`config.mk`:
```
export PLATFORM = sky130hd
export DESIGN_NAME = ctl_port_front
export DESIGN_NICKNAME = d
export VERILOG_FILES = /design/src/rtl/ctl_port_front.sv
export SDC_FILE = /design/constraint.sdc
export NUM_CORES = 1
export LEC_CHECK = 0
export BUFFER_PORTS_ARGS = -buffer_cell sky130_fd_sc_hd__buf_2
export CAP_MARGIN = 15
export CORE_ASPECT_RATIO = 1.75
export CORE_MARGIN = 4
export CORE_UTILIZATION = 45
export CTS_BUF_LIST = sky130_fd_sc_hd__clkbuf_2
export DETAILED_ROUTE_END_ITERATION = 8
export MAX_ROUTING_LAYER = met4
export PLACE_DENSITY = 0.66
export SETUP_SLACK_MARGIN = 0.15
export SLEW_MARGIN = 5
export SYNTH_ARGS = -nofsm -noshare
export SYNTH_HDL_FRONTEND = slang
export SYNTH_SLANG_ARGS = --single-unit
```
`constraint.sdc`:
```
create_clock -name clk -period 3.18 [get_ports clk]
set_clock_uncertainty 0.05 [all_clocks]
set_input_delay 0.477 -clock clk [delete_from_list [all_inputs] [get_ports clk]]
set_output_delay 0.477 -clock clk [all_outputs]
set_load 0.01 [all_outputs]
```
`src/rtl/ctl_port_front.sv`:
```
module ctl_port_front #(
  parameter logic [6:0] DEV_BASE    = 7'h34,
  parameter int         PARAM_WORDS = 1024,
  parameter int         PROG_WORDS  = 1024
) (
  input  logic        clk,
  input  logic        rst_n,
  input  logic        boot_strap,
  input  logic [1:0]  addr_sel,
  input  logic        latch_n,
  input  logic        sclk,
  input  logic        mosi,
  output logic        cout,
  input  logic        i2c_start,
  input  logic        i2c_byte_vld,
  input  logic [7:0]  i2c_byte,
  output logic [1:0]  mode_o,
  output logic        bus_we,
  output logic        bus_rd,
  output logic [15:0] bus_addr,
  output logic [39:0] bus_wdata,
  input  logic [39:0] rd_data,
  output logic [7:0]  rd_byte
);

  localparam int MAXB   = 5;
  localparam int WORD_W = 8 * MAXB;

  typedef enum logic [1:0] {M_I2C = 2'd0, M_SPI = 2'd1, M_BOOT = 2'd2} mode_t;
  typedef enum logic [2:0] {F_IDLE, F_CHIP, F_SUBH, F_SUBL, F_DATA, F_READ} phase_t;

  function automatic logic [2:0] word_bytes(input logic [15:0] a);
    if (int'(a) < PARAM_WORDS) return 3'd4;
    else if (int'(a) < PARAM_WORDS + PROG_WORDS) return 3'd5;
    else return 3'd2;
  endfunction

  mode_t              mode_q;
  logic [1:0]         pulse_cnt;
  logic               latch_q, sclk_q;
  logic [2:0]         bit_cnt;
  logic [6:0]         spi_sh;
  phase_t             ph;
  logic               rw_q;
  logic [15:0]        addr_q;
  logic [2:0]         byte_cnt;
  logic [WORD_W-1:0]  acc, txbuf;

  wire        in_i2c     = (mode_q == M_I2C);
  wire        in_spi     = (mode_q == M_SPI);
  wire        latch_fall = latch_q & ~latch_n;
  wire        sclk_rise  = sclk & ~sclk_q;
  wire        spi_done   = in_spi & ~latch_n & sclk_rise & (bit_cnt == 3'd7);
  wire        spi_abort  = in_spi & latch_n;
  wire        start_ev   = (in_i2c & i2c_start) | (in_spi & latch_fall);
  wire        byte_ev    = (in_i2c & i2c_byte_vld) | spi_done;
  wire [7:0]  rx_byte    = in_spi ? {spi_sh, mosi} : i2c_byte;
  wire [6:0]  dev_id     = {DEV_BASE[6:2], addr_sel};
  wire [2:0]  nb_cur     = word_bytes(addr_q);
  wire        word_end   = (byte_cnt == nb_cur - 3'd1);
  wire [WORD_W-1:0] acc_nx = {acc[WORD_W-9:0], rx_byte};

  assign mode_o  = mode_q;
  assign rd_byte = txbuf[WORD_W-1 -: 8];
  assign cout    = (in_spi && !latch_n && ph == F_READ) ? rd_byte[3'd7 - bit_cnt] : 1'b0;

  always_ff @(posedge clk) begin
    if (!rst_n) begin
      mode_q    <= boot_strap ? M_BOOT : M_I2C;
      pulse_cnt <= '0;
      latch_q   <= 1'b1;
      sclk_q    <= 1'b0;
    end else begin
      latch_q <= latch_n;
      sclk_q  <= sclk;
      if (in_i2c && latch_fall) begin
        if (pulse_cnt == 2'd2) begin
          mode_q    <= M_SPI;
          pulse_cnt <= '0;
        end else begin
          pulse_cnt <= pulse_cnt + 2'd1;
        end
      end
    end
  end

  always_ff @(posedge clk) begin
    if (!rst_n) begin
      bit_cnt <= '0;
      spi_sh  <= '0;
    end else if (!in_spi || latch_n) begin
      bit_cnt <= '0;
    end else if (sclk_rise) begin
      bit_cnt <= bit_cnt + 3'd1;
      spi_sh  <= {spi_sh[5:0], mosi};
    end
  end

  always_ff @(posedge clk) begin
    if (!rst_n) begin
      ph        <= F_IDLE;
      rw_q      <= 1'b0;
      addr_q    <= '0;
      byte_cnt  <= '0;
      acc       <= '0;
      txbuf     <= '0;
      bus_we    <= 1'b0;
      bus_rd    <= 1'b0;
      bus_addr  <= '0;
      bus_wdata <= '0;
    end else begin
      bus_we <= 1'b0;
      bus_rd <= 1'b0;
      if (spi_abort) begin
        ph <= F_IDLE;
      end else if (start_ev) begin
        ph       <= F_CHIP;
        byte_cnt <= '0;
        acc      <= '0;
      end else if (byte_ev) begin
        case (ph)
          F_CHIP: begin
            if (rx_byte[7:1] == dev_id) begin
              rw_q <= rx_byte[0];
              ph   <= F_SUBH;
            end else begin
              ph <= F_IDLE;
            end
          end
          F_SUBH: begin
            addr_q[15:8] <= rx_byte;
            ph           <= F_SUBL;
          end
          F_SUBL: begin
            addr_q[7:0] <= rx_byte;
            if (rw_q) begin
              ph       <= F_READ;
              bus_rd   <= 1'b1;
              bus_addr <= {addr_q[15:8], rx_byte};
            end else begin
              ph <= F_DATA;
            end
          end
          F_DATA: begin
            if (word_end) begin
              bus_we    <= 1'b1;
              bus_addr  <= addr_q;
              bus_wdata <= acc_nx;
              addr_q    <= addr_q + 16'd1;
              acc       <= '0;
              byte_cnt  <= '0;
            end else begin
              acc      <= acc_nx;
              byte_cnt <= byte_cnt + 3'd1;
            end
          end
          F_READ: begin
            txbuf <= {txbuf[WORD_W-9:0], 8'h00};
            if (word_end) begin
              addr_q   <= addr_q + 16'd1;
              bus_rd   <= 1'b1;
              bus_addr <= addr_q + 16'd1;
              byte_cnt <= '0;
            end else begin
              byte_cnt <= byte_cnt + 3'd1;
            end
          end
          default: ;
        endcase
      end
      if (bus_rd)
        txbuf <= rd_data << (8 * (MAXB - int'(word_bytes(bus_addr))));
    end
  end


  boot_latch_chk: assert property (@(posedge clk) disable iff (!rst_n)
    ($past(mode_q) != M_BOOT) |-> (mode_q != M_BOOT));


  spi_entry_chk: assert property (@(posedge clk) disable iff (!rst_n)
    (mode_q == M_SPI && $past(mode_q) == M_I2C) |-> $past(latch_fall));


  spi_sticky_chk: assert property (@(posedge clk) disable iff (!rst_n)
    (mode_q == M_SPI) |=> (mode_q == M_SPI));


  boot_quiet_chk: assert property (@(posedge clk) disable iff (!rst_n)
    (mode_q == M_BOOT) |-> (!bus_we && !bus_rd));


  word_fit_chk: assert property (@(posedge clk) disable iff (!rst_n)
    bus_we |-> ((bus_wdata >> (8 * int'(word_bytes(bus_addr)))) == '0));


  strobe_excl_chk: assert property (@(posedge clk) disable iff (!rst_n)
    !(bus_we && bus_rd));

endmodule

```
-- After elaboration in Yosys (flattened, before gate mapping)
Cells that the tools add are included.
- add/subtract/negate cells: 7
- $lt $le $gt $ge: 5
- equal/unequal tests: 18
- shift-type cells: 1
- muxes and demuxes: 42
- bitwise operators: 19
- reduce and logical (&&, ||, !) cells: 35
- operator list (cell ; count):
    40-bit two-way mux ; 5
    32-bit two-way mux ; 4
    16-bit two-way mux ; 3
    16-bit one-hot mux with 3 select lines ; 1
    40-bit by 32-bit << shifter with 40-bit output ; 1
    16-bit by 11-bit < comparator with 1-bit output, second input constant ; 2
    16-bit by 12-bit < comparator with 1-bit output, second input constant ; 2
    8-bit one-hot mux with 2 select lines ; 2
    3-bit two-way mux ; 10
    5-bit AND reduction ; 4
    16-bit by 1-bit adder with 16-bit output, second input constant ; 1
    2-bit nonzero test ; 7
    2-bit two-way mux ; 6
    2-bit != test, second input constant ; 5
    1-bit AND ; 9
    3-bit equality test, second input constant ; 3
    3-bit one-hot mux with 3 select lines ; 1
    8-bit two-way mux ; 1
    1-bit NOT ; 8
    2-bit AND reduction ; 4
    7-bit by 6-bit equality test with 1-bit output ; 1
    1-bit two-way mux ; 7
    7-bit AND reduction ; 1
    3-bit by 1-bit adder with 3-bit output, second input constant ; 2
    other kinds (26) ; 37
- flip-flop bits (word level): 169
- output and inout port bits: 69
- word-level logic and storage cells: 145

-- Depth between registers and ports, before layout
- word-level depth: 9
- gate-level depth with buffers: 9
- depth with buffers taken out: 6

-- Worst setup path before layout
Ideal clock, no wire load.
- kind: register to register
- start: register bit_cnt[0]
- end: register txbuf[14]
- library setup time: 0.116 ns
- data arrival time: 1.978 ns
- data required time: 3.014 ns
- slack: 1.036 ns
- cell stages (with the launch flop): 9
- buffers on the path: 2
- period minus slack after synthesis: 2.144 ns
- cells stage by stage: dfxtp_1 -> ha_1 -> ha_1 -> a32oi_1 -> nor3_2 -> or2_2 -> clkbuf_2 -> buf_2 -> o211a_1
- longest elaborated chain between the ends: 5
- ends and longest elaborated chain (item ; line ; source):
    from (decl) ; 41 ; logic [2:0] bit_cnt;
    from (signal assigned) ; 94 ; bit_cnt <= bit_cnt + 3'd1;
    3-bit equality test ; 53 ; wire spi_done = in_spi & ~latch_n & sclk_rise & (bit_cnt == 3'd7);
    1-bit AND ; 53 ;
    1-bit bitwise OR ; 56 ; wire byte_ev = (in_i2c & i2c_byte_vld) | spi_done;
    2-bit nonzero test (no source line) ; - ;
    4-bit AND reduction (no source line) ; - ;
    to (signal assigned) ; 158 ; txbuf <= {txbuf[WORD_W-9:0], 8'h00};
    to (signal assigned) ; 172 ; txbuf <= rd_data << (8 * (MAXB - int'(word_bytes(bus_addr))));
    to (decl) ; 47 ; logic [WORD_W-1:0] acc, txbuf;
Every way passes these cells.
A chain may end at the register's enable or synchronous reset.

-- Worst setup path in the final report
- start: register mode_q[1] (netlist: mode_o[1])
- end: output cout
- longest elaborated chain between the ends: 4
- ends and longest elaborated chain (item ; line ; source):
    from (decl) ; 38 ; mode_t mode_q;
    from (signal assigned) ; 69 ; mode_q <= boot_strap ? M_BOOT : M_I2C;
    2-bit by 1-bit equality test with 1-bit output ; 50 ; wire in_spi = (mode_q == M_SPI);
    1-bit logical AND (2 in a row) ; 65 ; assign cout = (in_spi && !latch_n && ph == F_READ) ? rd_byte[3'd7 - bit_cnt] : 1'b0;
    1-bit two-way mux ; 65 ;
    to (decl) ; 13 ; output logic cout,
Every way passes these cells.

==> impl_metrics.py <==
metrics = {
    "floorplanning": {
        "fp-row-count": 64,
        "initial_core_util_pct": 46.2,
        "dieHeight_um": 186,
        "die_area_sq_um": 20400,
        "core-area_sq_um": 17600,
        "die_w_um": 110,
        "ioPinCount": 127,
    },
    "routing": {
        "first_pass_iters": 5,
        "vias": 7362,
        "viasPerCell": 5.79,
        "wl_per_cell_um": 17.9,
        "ant_nets": 0,
        "drt_iter0_markers": 459,
        "wirelength_mm": 22.8,
        "remaining_drc_errors": 0,
    },
    "timing": {
        "rsz0062_at_grt": "false",
        "period_minus_slack_ns": 2.79,
        "max_freq_mhz": 358,
        "worst_pin_slew_ns": 0.979,
        "layout_setup_ws_ns": 0.388,
        "finalSetupViolCount": 0,
        "drv_slew": 0,
        "slew_headroom_pct": 34.6,
        "hold_viol": 0,
        "finalSetupTns_ns": 0,
        "finalCritPeriodShare_pct": 87.8,
    },
    "global_route": {
        "antenna_found_initial": 1,
        "grt_pass1_wl_mm": 36.0,
        "grt_pass1_vias": 7007,
        "grt_usage_pct": 23.1,
        "grt_max_degree": 81,
        "grt_overflow": 0,
    },
    "synth": {
        "netlist_area_sq_um": 8140,
        "avgSynthCellArea_sq_um": 8.61,
        "ys_warn_count": 0,
        "synthCells": 945,
        "synth_cell_types": 65,
        "synth_seq_cells": 169,
        "synth_ff_type": "dfxtp_1",
        "ys_seq_area_share_pct": 41.8,
        "async_flop_share_pct": 0,
        "synth_edf_count": 2,
        "syn_nets": 1007,
    },
    "setup_path": {
        "r2r_cells": 6,
        "crit_type": "reg -> out",
        "end_kind": "primary output",
        "cp.required_ns": 2.65,
        "cp.arrival_ns": 2.27,
        "critical-path-slowest-cell": "edfxtp_1",
        "r2r_start": "addr_q[10]",
        "crit_fanout": 12,
        "crit_chain": "nand2b_2 > nor4_2 > buf_2",
        "crit_path_start_kind": "flop",
        "r2r_slack_ns": 0.62,
        "cpPeakStageDelay_ns": 0.59,
        "timing.rr.end": "bus_addr[7]",
    },
    "worst_hold_path": {
        "min_to": "addr_q[15]",
        "min_path_cells": 3,
        "hp-class": "in -> reg",
        "worstHoldStart": "rst_n",
    },
    "power": {
        "fin_total_pwr_mw": 3.56,
        "vdd_drop_max_mv": 0.201,
        "cellPowerDensity_nw_per_um2": 387,
        "p_leak_nw": 3.62,
    },
    "clock_tree": {
        "clk_latency_ns": 0.75,
        "cts.clk_slew.worst_paths_ns": 0.26,
        "clockBufferDepth": 2,
        "cts_tree": "built",
        "cts.sinks": 169,
        "htree_levels": 4,
        "cts-root-buf": "clkbuf_2",
        "numCtsBuffers": 17,
    },
    "run_status": {
        "outcome": "finished clean",
    },
    "placement": {
        "gp_congestion": 0.893,
        "pre_cts_slack_ns": 0.645,
        "portBuffers": 126,
        "dpl.hpwl_mm": 16.4,
    },
    "flow_run": {
        "maxCapViolations": 0,
    },
    "cells_and_area": {
        "synthToLayoutAreaGrowth_pct": 13.0,
        "nNetsFinal": 1088,
        "layout-drive-gt1-share_pct": 19.2,
    },
}
==> what timing repair did <==
action	4_1_cts	5_1_grt
hold buffers	12	0
gates resized for setup	1	1
pin swaps	1	0
setup buffers	1	0
endpoints found under the setup margin	1	1
hold endpoints to repair	12	0
==> sequential cells by signal (all words and copies together) (netlist names) <==
| name | count |
|---|---|
| pulse_cnt | 2 |
| bit_cnt | 3 |
| byte_cnt | 3 |
| mode_o | 2 |
| bus_wdata | 40 |
| acc | 32 |
| spi_sh | 7 |
| bus_addr | 16 |
| rw_q | 1 |
| bus_we | 1 |
| bus_rd | 1 |
| txbuf | 40 |
| sclk_q | 1 |
| latch_q | 1 |
| ph | 3 |
| addr_q | 16 |
==> power by group <==
part	total, mW	internal [mW]	switching, mW	leakage (nW)
clock network	1.14	0.260	0.883	0.148
logic	0.272	0.0976	0.174	2.10
registers	2.15	2.14	0.00761	1.37
==> critical path, delay by kind of cell, from the launching register on <==
family                 cells  cell delay (ns)
buffers and inverters      1             0.19
flip-flops                 1             0.59
AND/OR/NAND/NOR            2             0.76
==> cells in the mapped netlist, drive strengths merged, types with 9 or more instances <==
cell,instances,area (sq um)
and4b,9,90.1
o2111ai,9,85.1
and3,11,68.8
nand2b,11,68.8
nand4,9,56.3
nor2,46,173
a21oi,17,85.1
clkbuf,62,240
o211a,17,170
o211ai,28,210
xor2,11,96.3
o21ai,81,405
o22ai,53,338
buf,36,214
nor4,23,144
a32o,10,100
nand2,115,432
nand3,65,325
nor3,22,120
mux2i,53,531
dfxtp,167,3340
==> layout by cell type (no fill, tap or decap), types with 7 or more instances in the layout <==
cell type        n
dfxtp_1        165
buf_2          125
nand2_1        115
o21ai_0         67
nand3_1         65
mux2i_1         53
o22ai_1         52
nor2_1          46
o211ai_1        28
nor4_1          22
nor3_1          20
buf_4           20
o211a_1         17
a21oi_1         17
clkbuf_2        17
o21ai_1         14
dlygate4sd3_1   12
xor2_1          11
and3_1          11
a32o_1          10
nand2b_1        10
and4b_1          9
nand4_1          9
nor3b_1          8
o2111ai_1        8
xnor2_1          8
nor2b_1          7
a21boi_0         7
==> metal layers <==
metal / up-vias / wire (um) / part of all wire (%) / track usage [%]
met5: - / 0 / 0 / -
met4: 0 / 731 / 3.2 / 10.7
met3: 43 / 943 / 4.1 / 3.09
met2: 230 / 12400 / 54 / 40.9
met1: 3448 / 8740 / 38 / 25.1
li1: 3641 / - / - / -
==> how the worst max path moves through the flow <==
| stage | from | to | slack, ns | depth (start not counted) |
|---|---|---|---|---|
| 2_1_floorplan | bit_cnt[0] | txbuf[14] | 1.04 | 8 |
| 3_3_place_gp | latch_n | addr_q[0] | 0.68 | 8 |
| 3_5_place_dp | latch_n | bus_wdata[23] | 0.64 | 8 |
| 4_1_cts | mode_o[1] | cout | 0.24 | 3 |
| 5_1_grt | mode_o[1] | cout | 0.24 | 3 |
| 6_report | mode_o[1] | cout | 0.39 | 3 |
==> cells by family (layout without fill, tap and decap cells) <==
| group | Yosys count | in the layout | share of synthesized area, % |
|---|---|---|---|
| AOI/OAI and AO/OA | 242 | 242 | 20.5 |
| xor gates and xnor gates | 19 | 19 | 2.04 |
| adders and majority gates | 4 | 4 | 0.615 |
| buffers and inverters | 103 | 197 | 5.81 |
| DFF | 169 | 169 | 41.8 |
| muxes | 56 | 56 | 7.21 |
| other | 0 | 1 | 0 |
| and+or+nand+nor | 352 | 352 | 22.0 |
==> cell type report <==
type	count	area [sq um]
Fill cell	1759	8420
Sequential cell	169	3410
Multi-Input combinational cell	673	4300
Clock inverter	15	154
Tap cell	231	289
Antenna cell	1	2.50
Inverter	5	18.8
Timing Repair Buffer	160	947
Clock buffer	17	85.1
==> stage by stage <==
step	hold WS (ns)	std cells	cell area (sq um)	util (%)
4_1_cts	0.0167	1270	9190	52.2
6_report	0.0824	1271	9200	52.2
5_1_grt	0.0359	1271	9200	52.2
2_1_floorplan	0.394	945	8140	-
3_5_place_dp	0.399	1225	8820	50.1
3_3_place_gp	0.390	1225	8820	50.1
Power figures use the tool's default switching activity.
